`config.mk`:
```
export PLATFORM = sky130hd
export DESIGN_NAME = probe_responder
export DESIGN_NICKNAME = d
export VERILOG_FILES = /design/src/rtl/prb_pkg.sv /design/src/rtl/prb_classify.sv /design/src/rtl/prb_decode.sv /design/src/rtl/prb_rsp_stage.sv /design/src/rtl/probe_responder.sv
export SDC_FILE = /design/constraint.sdc
export NUM_CORES = 1
export LEC_CHECK = 0
export BUFFER_PORTS_ARGS = -buffer_cell sky130_fd_sc_hd__buf_2
export CAP_MARGIN = 20
export CORE_ASPECT_RATIO = 0.9
export CORE_MARGIN = 3
export CORE_UTILIZATION = 37
export CTS_BUF_LIST = sky130_fd_sc_hd__clkbuf_4 sky130_fd_sc_hd__clkbuf_8 sky130_fd_sc_hd__clkbuf_16
export DETAILED_ROUTE_END_ITERATION = 10
export PLACE_DENSITY = 0.74
export SLEW_MARGIN = 20
export SYNTH_ARGS = -nofsm -noshare
export SYNTH_HDL_FRONTEND = slang
export SYNTH_SLANG_ARGS = --single-unit
```
`constraint.sdc`:
```
create_clock -name clk -period 1.38 [get_ports clk]
set_clock_uncertainty 0.15 [all_clocks]
set_input_delay 0.069 -clock clk [delete_from_list [all_inputs] [get_ports clk]]
set_output_delay 0.069 -clock clk [all_outputs]
set_load 0.005 [all_outputs]
```
`src/rtl/prb_pkg.sv`:
```
package prb_pkg;

   localparam int STATE_W = 3;

   localparam logic [STATE_W-1:0] LS_I = 3'd0;
   localparam logic [STATE_W-1:0] LS_S = 3'd1;
   localparam logic [STATE_W-1:0] LS_E = 3'd2;
   localparam logic [STATE_W-1:0] LS_O = 3'd3;
   localparam logic [STATE_W-1:0] LS_M = 3'd4;

   typedef struct packed {
      logic                hit;
      logic                dirty;
      logic                absent;
      logic                has_data;
      logic                inv;
      logic                err;
      logic [STATE_W-1:0]  next_st;
   } prb_rsp_t;

endpackage

```
`src/rtl/prb_classify.sv`:
```
module prb_classify
   import prb_pkg::*;
(
   input  logic [STATE_W-1:0] st,
   output logic               has_copy,
   output logic               is_owner
);
   always_comb begin
      has_copy = 1'b0;
      is_owner = 1'b0;
      case (st)
         LS_M, LS_O: begin
            has_copy = 1'b1;
            is_owner = 1'b1;
         end
         LS_E, LS_S: has_copy = 1'b1;
         default: ;
      endcase
   end
endmodule

```
`src/rtl/prb_decode.sv`:
```
module prb_decode
   import prb_pkg::*;
(
   input  logic               downgrade,
   input  logic               want_data,
   input  logic [STATE_W-1:0] st,
   input  logic               dirty,
   output prb_rsp_t           rsp
);
   logic has_copy;
   logic is_owner;

   prb_classify u_cls (
      .st       (st),
      .has_copy (has_copy),
      .is_owner (is_owner)
   );

   always_comb begin
      rsp = '0;
      rsp.next_st = LS_I;
      if (!downgrade) begin
         rsp.inv = 1'b1;
         if (want_data && has_copy) begin
            rsp.hit      = 1'b1;
            rsp.dirty    = dirty;
            rsp.has_data = 1'b1;
         end else begin
            rsp.absent = 1'b1;
         end
      end else if (!want_data) begin
         rsp.err = 1'b1;
      end else if (has_copy) begin
         rsp.hit      = 1'b1;
         rsp.dirty    = dirty;
         rsp.has_data = 1'b1;
         rsp.next_st  = is_owner ? LS_O : LS_S;
      end
   end
endmodule

```
`src/rtl/prb_rsp_stage.sv`:
```
module prb_rsp_stage
   import prb_pkg::*;
#(
   parameter int DATA_W     = 64,
   parameter bit REGISTERED = 1'b1
) (
   input  logic               clk,
   input  logic               rst_n,
   input  logic               prb_valid,
   output logic               prb_ready,
   input  prb_rsp_t           dec,
   input  logic [DATA_W-1:0]  line_data,
   output logic               rsp_valid,
   input  logic               rsp_ready,
   output prb_rsp_t           rsp,
   output logic [DATA_W-1:0]  rsp_data,
   output logic               upd_valid,
   output logic               prb_err
);
   generate
      if (REGISTERED) begin : g_reg
         logic              held;
         prb_rsp_t          h_rsp;
         logic [DATA_W-1:0] h_data;
         logic              take;
         logic              bad;

         assign bad  = !held && prb_valid && dec.err;
         assign take = !held && prb_valid && !dec.err;

         always_ff @(posedge clk) begin
            if (!rst_n) begin
               held   <= 1'b0;
               h_rsp  <= '0;
               h_data <= '0;
            end else if (held && rsp_ready) begin
               held <= 1'b0;
            end else if (take) begin
               held   <= 1'b1;
               h_rsp  <= dec;
               h_data <= dec.has_data ? line_data : '0;
            end
         end

         assign rsp_valid = held;
         assign rsp       = h_rsp;
         assign rsp_data  = h_data;
         assign upd_valid = held && rsp_ready;
         assign prb_err   = bad;
         assign prb_ready = upd_valid || bad;
      end else begin : g_comb
         logic bad;
         assign bad       = prb_valid && dec.err;
         assign rsp_valid = prb_valid && !dec.err;
         assign rsp       = dec;
         assign rsp_data  = dec.has_data ? line_data : '0;
         assign upd_valid = rsp_valid && rsp_ready;
         assign prb_err   = bad;
         assign prb_ready = upd_valid || bad;
      end
   endgenerate
endmodule

```
`src/rtl/probe_responder.sv`:
```
module probe_responder
   import prb_pkg::*;
#(
   parameter int DATA_W  = 64,
   parameter bit RSP_REG = 1'b1
) (
   input  logic               clk,
   input  logic               rst_n,
   input  logic               prb_valid,
   output logic               prb_ready,
   input  logic               prb_downgrade,
   input  logic               prb_want_data,
   input  logic [2:0]         line_state,
   input  logic               line_dirty,
   input  logic [DATA_W-1:0]  line_data,
   output logic               rsp_valid,
   input  logic               rsp_ready,
   output logic               rsp_hit,
   output logic               rsp_dirty,
   output logic               rsp_absent,
   output logic               rsp_data_en,
   output logic [DATA_W-1:0]  rsp_data,
   output logic               upd_valid,
   output logic [2:0]         upd_state,
   output logic               inv_strobe,
   output logic               prb_err
);
   generate
      if (DATA_W < 1) begin : g_bad_w
         $error("probe_responder: DATA_W must be at least 1");
      end
      if (STATE_W != 3) begin : g_bad_s
         $error("probe_responder: state width must be 3");
      end
   endgenerate

   prb_rsp_t dec;
   prb_rsp_t cur;

   prb_decode u_dec (
      .downgrade (prb_downgrade),
      .want_data (prb_want_data),
      .st        (line_state),
      .dirty     (line_dirty),
      .rsp       (dec)
   );

   prb_rsp_stage #(
      .DATA_W     (DATA_W),
      .REGISTERED (RSP_REG)
   ) u_stage (
      .clk       (clk),
      .rst_n     (rst_n),
      .prb_valid (prb_valid),
      .prb_ready (prb_ready),
      .dec       (dec),
      .line_data (line_data),
      .rsp_valid (rsp_valid),
      .rsp_ready (rsp_ready),
      .rsp       (cur),
      .rsp_data  (rsp_data),
      .upd_valid (upd_valid),
      .prb_err   (prb_err)
   );

   assign rsp_hit     = rsp_valid && cur.hit;
   assign rsp_dirty   = rsp_valid && cur.dirty;
   assign rsp_absent  = rsp_valid && cur.absent;
   assign rsp_data_en = rsp_valid && cur.has_data;
   assign upd_state   = cur.next_st;
   assign inv_strobe  = upd_valid && cur.inv;
endmodule

```
# Word level (Yosys, flattened, before mapping)
# Index checks and enable logic that the tools add are counted.
# totals
ff_bits	73
inputBits	74
out_inout_bits	76
elab_cells	50
# classes
n_eq_ne	4
n_mux	19
n_bitwise	2
reduce_logical	17
# op_table
cell	count
2-to-1 mux 64 bit	1
logical AND 1 bit	10
2-to-1 mux 1 bit	10
2-to-1 mux 2 bit	5
== test 3 x 2 -> 1 bit, second input constant	2
2-to-1 mux 3 bit	2
2-to-1 mux 4 bit	1
OR reduction 2 bit	2
OR reduction 4 bit	1
== test 3 x 1 -> 1 bit, second input constant	1
== test 3 bit, second input constant	1
logical NOT 1 bit	2
NOT 1 bit	2
AND reduction 2 bit	1
logical OR 1 bit	1

# Longest topological paths before layout
# logic_depth
ltp_word	10
depth_mapped	5
mapped_depth_nobuf	3

# Hierarchy
# Synthesis repeated with hierarchy kept, for this count alone.
# unflattened
cells_unflattened	348
hier_area_um2	3245.6
# by_module_without_submodules
mod	instances	cells_per_inst	area_per_inst_um2	seq_area_each_um2
prb_rsp_stage	1	329	3121.7	1481.4
prb_decode	1	10	65.1	0.0
probe_responder	1	5	31.3	0.0
prb_classify	1	4	27.5	0.0

# Worst setup path after synthesis
# OpenSTA, ideal clock, no wires.
# synth_path
path_kind	flip-flop to flip-flop
start	register u_stage.g_reg.held, in the netlist u_stage.rsp_valid
end	register u_stage.g_reg.h_rsp, in the netlist u_stage.rsp[7]
setup_time_ns	0.059
arrival_ns	1.259
t_required_ns	1.171
path_slack_ns	-0.087
stages_incl_launch_ff	6
n_path_buf	2
period_less_slack_ns	1.467
cell_sequence	dfxtp_1 nor2b_2 nor4b_4 buf_4 buf_4 a22o_1
# synth_between
elab_chain_len	4
elab_cells_between_ends	6
classes_between	bitwise (1); reduce/logical (5)
# synth_rtl
item	line_no	text
start, declared	prb_rsp_stage.sv:22	logic held;
start signal, assigned	prb_rsp_stage.sv:33	held <= 1'b0;
start signal, assigned	prb_rsp_stage.sv:37	held <= 1'b0;
start signal, assigned	prb_rsp_stage.sv:39	held <= 1'b1;
logical NOT 1 bit	prb_rsp_stage.sv:29	assign take = !held && prb_valid && !dec.err;
logical AND 1 bit (2 in series)	prb_rsp_stage.sv:29	
AND reduction 2 bit (no line) (*)	-	
end signal, assigned	prb_rsp_stage.sv:34	h_rsp <= '0;
end signal, assigned	prb_rsp_stage.sv:40	h_rsp <= dec;
end, declared	prb_rsp_stage.sv:23	prb_rsp_t h_rsp;
# Every way passes the cells marked *; elsewhere a longest branch is shown, timed or not.
# A chain may end at the register's enable or synchronous reset.

# Worst setup path after layout
# layout_path
start	register u_stage.g_reg.held, in the netlist u_stage.rsp_valid
end	output prb_ready
# layout_between
elab_chain_len	4
elab_cells_between_ends	5
classes_between	reduce/logical (5)
# layout_rtl
item	line_no	text
logical NOT 1 bit	prb_rsp_stage.sv:28	assign bad = !held && prb_valid && dec.err;
logical AND 1 bit (2 in series)	prb_rsp_stage.sv:28	
logical OR 1 bit (*)	prb_rsp_stage.sv:50	assign prb_ready = upd_valid || bad;
end, declared	probe_responder.sv:10	output logic prb_ready,
# Marks and branches as above.

==> run summary <==
I/O Pins = 150
fin util = 74.1%
Post-Synth Simple-Gate Area = 6.35%
Die W = 89.6 um
unrepaired setup endpoints after global routing = true
antenna fix cells = 0
Worst Hold Class = in -> reg
required time of the worst setup path = 1.16 ns
startpoint types = register
Remaining DRCs = 0
synthesized area per cell = 12.4 um2
clk buf depth = 2
critical path fanouts, max = 2
drt initial violations = 89
P_leak = 2.17 nW
Ys Warns = 0
clk_lat worst skew = 0.32 ns
FF+latch count, synth = 71
min Tclk post-route = 1.56 ns
total gr overflow = 0
worst hold path stage count = 4
largest family of logic cells by synthesized area = compound AO/OA/AOI/OAI gates
Synth Area in Compound Gates = 27.7%
CTS tree = done
CTS H-tree lvls = 3
mux cell area share after synthesis = 0%
CP Data Arrival Time = 1.34 ns
top-count cell post-synth = dfxtp_1
first-pass GRT wire length = 11600 um
DIE AREA = 7270 um2
synthesized area = 2320 um2
largest net degree at the start of global routing = 43
FP Rows = 26
Peak Freq = 640 MHz
Synth Area in XOR/XNOR = 0%
Commonest cells post-synth = 71 x dfxtp_1, 66 x a22o_1, 8 x buf_4, 6 x buf_2
adder-cell share of the synthesized area = 0%
first-pass iteration count of the detailed router = 4
DR WL/cell = 15.5 um
layout cells sized above 1 = 44.7%
R2R Setup Slk = -0.15 ns
DP Area = 3180 um2
Final Power = 5.02 mW
Fin Hold WS = -0.00871 ns
outcome = finished with violations
Yosys cell types = 28
sequential-to-total area share from yosys stat = 61.1%
Final Setup Violations = 70
HPWL after DPL = 4350 um
failing checks = negative hold slack, negative setup slack
total track usage = 21.0%
Core ar. = 5890 um2
Routed WL = 7870 um
count of pins over their slew limit = 0
CP Capture Type = output port
Area Overhead vs Synth = 87.7%
Top FF cell, synth = dfxtp_1
setup ws final = -0.183 ns
fin area = 4360 um2
asr flop ratio synth = 0%
CTS root buffer = clkbuf_8
DRT antenna net count = 0
vias = 2443
initial core utilization = 39.5%
CTS Buf Count = 9
Reg clk slew, reported paths = 0.07 ns
antenna violations before repair = 0
PwrDens = 1150 nW/um2
WS Path Type = reg -> out
post-synthesis instance total = 187
final period utilization = 113%
final hold violation count = 1
Die Height = 81.2 um
I/O Buffers = 148
top cells by area, synth = dfxtp_1 61%, a22o_1 25%, buf_4 2.6%, buf_2 1.3%, and2_1 1.1%
vias per inst = 4.82
EDFF count, synth = 0
Syn Nets = 261
r2r worst-path depth = 7
# clock sinks = 71
Max-Cap Viols = 0
Yosys top cell area share = 61.1%
Worst VDD drop = 0.612 mV
area leader, netlist = dfxtp_1
GP Congestion = 0.785
# nets final = 492
vias in the first global route = 2483
## worst paths after layout
| check | from | end |
|---|---|---|
| worst min register to register | u_stage.rsp[5]$_SDFFE_PN0P_ | u_stage.rsp[5]$_SDFFE_PN0P_ |
| worst max-delay path | u_stage.rsp_valid$_SDFFE_PP0P_ | prb_ready |
| worst max register to register | u_stage.rsp_valid$_SDFFE_PP0P_ | u_stage.rsp_data[36]$_SDFFE_PN0P_ |
| worst min-delay path | prb_valid | u_stage.rsp[6]$_SDFFE_PN0P_ |
## critical path, stage by stage (launching register included)
cell and delay (ns):
dfxtp_4 0.37, nor2b_4 0.04, buf_6 0.11, and3_4 0.14, or2_4 0.25, buf_6 0.12
## through the flow
stage               setup TNS [ns]  setup WS, ns  hold WS (ns)  instances
global route                -11.43        -0.240       0.00601        507
CTS                          -6.48        -0.199       -0.0414        506
detailed placement           -4.05        -0.125         0.134        409
floorplan                        0      0.000846        0.0445        187
finish                       -7.32        -0.183      -0.00871        507
global placement             -1.83       -0.0742         0.128        409
## power by group
part / switching (mW) / internal (mW)
logic: 0.241 / 0.406
clock network: 0.732 / 1.48
registers: 0.0371 / 2.12
total: 1.01 / 4.01
## final cells by class
| cell class | count | area (um2) |
|---|---|---|
| Clock buffer | 11 | 151 |
| Clock inverter | 5 | 128 |
| Fill cell | 408 | 1530 |
| Inverter | 1 | 3.75 |
| Multi-Input combinational cell | 97 | 828 |
| Sequential cell | 71 | 1430 |
| Tap cell | 84 | 105 |
| Timing Repair Buffer | 238 | 1720 |
## cells in the final DEF, fill, tap and decap left out, drive strengths merged
master	synthesis	final
bufinv	0	4
inv	1	1
nor3	1	1
and3b	1	1
a21oi	3	3
o21a	1	1
clkbuf	4	12
nand3b	1	1
nor3b	1	1
dfxtp	71	71
o2bb2ai	1	1
a21o	1	1
nor4b	1	1
nor2	1	1
and2	4	4
and3	2	2
a21boi	2	2
or2	1	1
nand2b	1	1
buf	14	163
nand2	2	2
a22o	66	66
o31ai	1	1
dlygate4sd3	0	74
nand4	1	1
nor2b	4	4
clkinvlp	0	1
conb	1	1
## routing by layer
layer / global-route usage, % / wire [um] / part of all wire, % / vias to the layer above
li1: - / - / - / 1171
met1: 22.5 / 3100 / 39 / 1127
met2: 37.4 / 4010 / 51 / 121
met3: 7.61 / 537 / 6.8 / 24
met4: 7.89 / 218 / 2.8 / 0
met5: 0 / 0 / 0 / -
## sequential cells by signal, indices dropped and copies added, names as in the netlist
name,count
u_stage.rsp,6
u_stage.rsp_data,64
u_stage.rsp_valid,1
## timing repair
action | in CTS | in global routing
pin swaps | 24 | 10
cloned | 3 | 1
hold buffers | 74 | 0
endpoints found under the hold margin | 70 | 0
resized for setup | 10 | 5
buffers inserted | 4 | 0
setup endpoints to repair | 37 | 77
## kinds of logic after synthesis
group,Yosys count
AOI/OAI and AO/OA,75
DFF,71
and+or+nand+nor,21
buffers and inverters,19
other,1
Note: power is estimated with default switching activity, not from simulation.
